<file path="src/rtl/dacreg_pkg.sv">
package dacreg_pkg;
  parameter int DEFAULT_W = 16;

  typedef struct packed {
    logic open1;
    logic open2;
  } gate_t;

  function automatic gate_t decode_gates(input logic cs_n, input logic wr1_n,
                                         input logic load2);
    gate_t g;
    g.open1 = ~cs_n & ~wr1_n;
    g.open2 = load2;
    return g;
  endfunction
endpackage

</file>
<file path="src/rtl/dacreg_rank1.sv">
module dacreg_rank1 #(
  parameter int W = 16
) (
  input  logic         clk,
  input  logic         rst,
  input  logic         open_i,
  input  logic [W-1:0] d_i,
  output logic [W-1:0] q_o,
  output logic [W-1:0] next_o
);
  logic [W-1:0] word_q;

  assign next_o = open_i ? d_i : word_q;
  assign q_o    = word_q;

  always_ff @(posedge clk) begin
    if (rst) word_q <= '0;
    else     word_q <= next_o;
  end


  rank1_capture_chk: assert property (@(posedge clk) disable iff (rst)
    open_i |=> (word_q == $past(d_i)));


  rank1_hold_chk: assert property (@(posedge clk) disable iff (rst)
    !open_i |=> $stable(word_q));
endmodule

</file>
<file path="src/rtl/dacreg_rank2.sv">
module dacreg_rank2 #(
  parameter int W = 16
) (
  input  logic         clk,
  input  logic         rst,
  input  logic         open_i,
  input  logic [W-1:0] d_i,
  output logic [W-1:0] q_o,
  output logic         valid_o
);
  logic [W-1:0] word_q;
  logic         valid_q;

  always_ff @(posedge clk) begin
    if (rst) begin
      word_q  <= '0;
      valid_q <= 1'b0;
    end else if (open_i) begin
      word_q  <= d_i;
      valid_q <= 1'b1;
    end
  end

  assign q_o     = word_q;
  assign valid_o = valid_q;


  valid_sticky_chk: assert property (@(posedge clk) disable iff (rst)
    valid_q |=> valid_q);


  valid_cause_chk: assert property (@(posedge clk) disable iff (rst)
    $rose(valid_q) |-> $past(open_i));
endmodule

</file>
<file path="src/rtl/dac_dual_rank_reg.sv">
module dac_dual_rank_reg #(
  parameter int WIDTH = dacreg_pkg::DEFAULT_W
) (
  input  logic             clk,
  input  logic             rst,
  input  logic [WIDTH-1:0] bus_data,
  input  logic             cs_n,
  input  logic             wr1_n,
  input  logic             load2,
  output logic [WIDTH-1:0] code_out,
  output logic             code_valid
);
  import dacreg_pkg::*;

  localparam int MSB = WIDTH - 1;

  gate_t        gates;
  logic [MSB:0] r1_word;
  logic [MSB:0] r1_next;

  assign gates = decode_gates(cs_n, wr1_n, load2);

  dacreg_rank1 #(.W(WIDTH)) u_rank1 (
    .clk    (clk),
    .rst    (rst),
    .open_i (gates.open1),
    .d_i    (bus_data),
    .q_o    (r1_word),
    .next_o (r1_next)
  );

  dacreg_rank2 #(.W(WIDTH)) u_rank2 (
    .clk     (clk),
    .rst     (rst),
    .open_i  (gates.open2),
    .d_i     (r1_next),
    .q_o     (code_out),
    .valid_o (code_valid)
  );


  out_hold_chk: assert property (@(posedge clk) disable iff (rst)
    !load2 |=> $stable(code_out));


  flow_through_chk: assert property (@(posedge clk) disable iff (rst)
    (!cs_n && !wr1_n && load2) |=> (code_out == $past(bus_data)));


  load_from_rank1_chk: assert property (@(posedge clk) disable iff (rst)
    (load2 && cs_n) |=> (code_out == $past(r1_word)));
endmodule

</file>
<file path="config.mk">
export PLATFORM = sky130hd
export DESIGN_NAME = dac_dual_rank_reg
export DESIGN_NICKNAME = d
export VERILOG_FILES = /design/src/rtl/dacreg_pkg.sv /design/src/rtl/dacreg_rank1.sv /design/src/rtl/dacreg_rank2.sv /design/src/rtl/dac_dual_rank_reg.sv
export SDC_FILE = /design/constraint.sdc
export NUM_CORES = 1
export LEC_CHECK = 0
export ABC_AREA = 1
export CAP_MARGIN = 20
export CORE_AREA = 3 3 58 60
export DETAILED_ROUTE_END_ITERATION = 16
export DIE_AREA = 0 0 61 63
export DONT_BUFFER_PORTS = 1
export PLACE_DENSITY = 0.59
export SYNTH_ARGS = -nofsm -noshare
export SYNTH_HDL_FRONTEND = slang
export SYNTH_SLANG_ARGS = --single-unit
export TNS_END_PERCENT = 100
</file>
<file path="constraint.sdc">
create_clock -name clk -period 1.35 [get_ports clk]
set_clock_uncertainty 0.1 [all_clocks]
set_input_delay 0.135 -clock clk [delete_from_list [all_inputs] [get_ports clk]]
set_output_delay 0.135 -clock clk [all_outputs]
set_load 0.02 [all_outputs]
</file>
==> flow_summary.toml <==
[power]
p_int_mw = 1.45
seqPwrFrac_pct = 55.9
combPwrFrac_pct = 11.9
peakVddDrop_mv = 0.534
power_switching_share_pct = 26.2
total_power_mw = 1.96
pwr-share-clk_pct = 32.2
p_per_area_nw_per_um2 = 1170
p_leak_nw = 0.837
switchingPower_mw = 0.514

[sta]
holdWs_ns = -0.0593
setup_tns_ns = 0
final_max_slew_viol_count = 0
tightestPinTransition_ns = 0.853
rsz0062_at_grt = "no"
setup_ws_ns = 0.0135
min_period_ns = 1.34
finalCritPeriodShare_pct = 99.0
max_slew_margin_pct = 43.1
fmax_ghz = 0.748
final-hold-violation-count = 2
setup_viol = 0

[final_layout]
diodes = 0
fill_cells = 301
drive_gt1_share_pct = 6.70
layout_common_cells = "nand2_1, nor2_1, dlygate4sd3_1"
finalNetCount = 229
area_growth_pct = 30.9
multi_input_area_sq_um = 493
final-seq-area_sq_um = 663
fin_util_pct = 56.4
final_common_cell = "nand2_1"

[floorplan]
die_h_um = 63
fp.coreArea_sq_um = 2980
fp.dieW_um = 61
start_util_pct = 43.1
ioPinCount = 38
dieArea_sq_um = 3840
rows = 20

[yosys]
synthAdderAreaFrac_pct = 0
postSynthCellCount = 177
synth_top_family_by_area = "simple AND/OR/NAND/NOR gates"
yosys-mux-area-fraction_pct = 0
synth_fp_nets = 198
synth_area_sq_um = 1280
synth-simple-area-share_pct = 32.2
synth_compound_area_share_pct = 6.24
synth-xor-area-share_pct = 0
ys_seq_area_share_pct = 51.5
ys_seq_elements = 33
yosys_warnings = 0
synthDistinctLibCells = 12
synth.avg_cell_area_sq_um = 7.25

[run]
cap_violations = 0

[clocking]
cts.sinks = 33
clockBufferDepth = 2
clk_pin_slew_ns = 0.11
cts.htree.levels = 2
cts_buffers = 5
cts_tree = "done"
clkLatencyLatePin_ns = 0.33
root_buffer = "clkbuf_4"
postCtsSetupBuffers = 0

[worst_setup_path]
start_kind = "input pin"
slowest_stage = "dlygate4sd3_1"
critPathMostFrequentCell = "dlygate4sd3_1"
cp_max_fo = 2
arrival_ns = 1.49
path_cells = "dlygate4sd3_1 -> nand2_1 -> dlygate4sd3_1 -> a21oi_1"
critPathKind = "in -> reg"
slowest_delay_ns = 0.59
critPathRequiredTime_ns = 1.50
critical_path.endpoint_type = "flop"

[global_route]
grt_overflow_total = 0
grt_pass1_wl_um = 5390
grt_max_degree = 24
antenna_found_initial = 0
grt_pass1_vias = 1220
grt_use_total_pct = 19.0

[run_status]
status = "finished, violations left"
violations = "hold timing"

[route]
totalWireLength_um = 3110
wl_per_cell_um = 12.9
ant_nets = 0
viasPerCell = 4.77
drt-pass1-iter-count = 4
routed-via-count = 1155
route.detailed.drc = 0
drt_iter0_drc = 75

[placed_design]
gp_congestion = 0.652
dp_slack_ns = 0.411
portBuffers = 0
hpwl_um = 1600

[min_path]
hold_class = "in -> reg"
[synthesized netlist by cell type]
cell type,n,area [sq um]
a21oi_1,16,80.1
nand2_1,47,176
buf_2,8,40.0
buf_6,2,22.5
nor2_1,34,128
inv_2,1,3.75
nand2_4,1,11.3
nor2_4,1,11.3
dfxtp_1,33,661
nand2_2,1,6.26
inv_1,17,63.8
nand3_1,16,80.1
[what timing repair did]
item,CTS,global route
setup endpoints to repair,0,17
hold buffers,39,6
endpoints found under the hold margin,33,11
resized for setup,0,4
[worst paths after layout]
path | start | end | slack [ns] | cells past startpoint
max | bus_data[7] | u_rank1.q_o[7]$_SDFF_PP0_ | 0.01 | 4
min | bus_data[15] | u_rank2.q_o[15]$_SDFFE_PP0P_ | -0.06 | 4
max reg2reg | u_rank1.q_o[6]$_SDFF_PP0_ | u_rank2.q_o[6]$_SDFFE_PP0P_ | 0.07 | 5
min reg2reg | u_rank1.q_o[4]$_SDFF_PP0_ | u_rank1.q_o[4]$_SDFF_PP0_ | 0.37 | 2
[logic make-up (layout without fill, tap and decap cells)]
family / Yosys count / count (layout)
and+or+nand+nor: 100 / 100
DFF: 33 / 33
buffers and inverters: 28 / 60
AOI/OAI and AO/OA: 16 / 16
[per-layer routing]
layer	part of all wire, %	GRT usage, %
met1	45	21.3
met2	48	32.0
met3	5.9	7.44
met4	1.6	6.50
met5	0	0
[state kept, by name (all words and copies together), names as in the netlist]
register	count
u_rank2.q_o	16
u_rank2.valid_o	1
u_rank1.q_o	16
[worst max-delay path: cells and delay by family]
| kind | cells | cell delay, ns |
|---|---|---|
| compound gates | 1 | 0.16 |
| buf+inv | 2 | 1.13 |
| simple gates | 1 | 0.07 |
[final cells by class]
| class | count | area share (%) |
|---|---|---|
| clock buffer | 7 | 3.87 |
| timing repair buffer | 34 | 20.6 |
| inverter | 18 | 4.02 |
| multi-input combinational | 116 | 29.3 |
| clock inverter | 1 | 0.298 |
| tap | 33 | 2.46 |
| sequential | 33 | 39.5 |
[power by group through the flow]
stage	Sequential [mW]	Combinational, mW	Clock [mW]
2_1_floorplan	1.11	0.149	0
3_3_place_gp	1.12	0.128	0
3_5_place_dp	1.12	0.133	0
4_1_cts	1.10	0.246	0.649
5_1_grt	1.10	0.273	0.704
6_report	1.10	0.234	0.632
[stage by stage]
step,instances,cell area [sq um]
2_1_floorplan,177,1280
3_3_place_gp,200,1260
3_5_place_dp,200,1260
4_1_cts,247,1720
5_1_grt,242,1680
6_report,242,1680
Power figures use the tool's default switching activity.
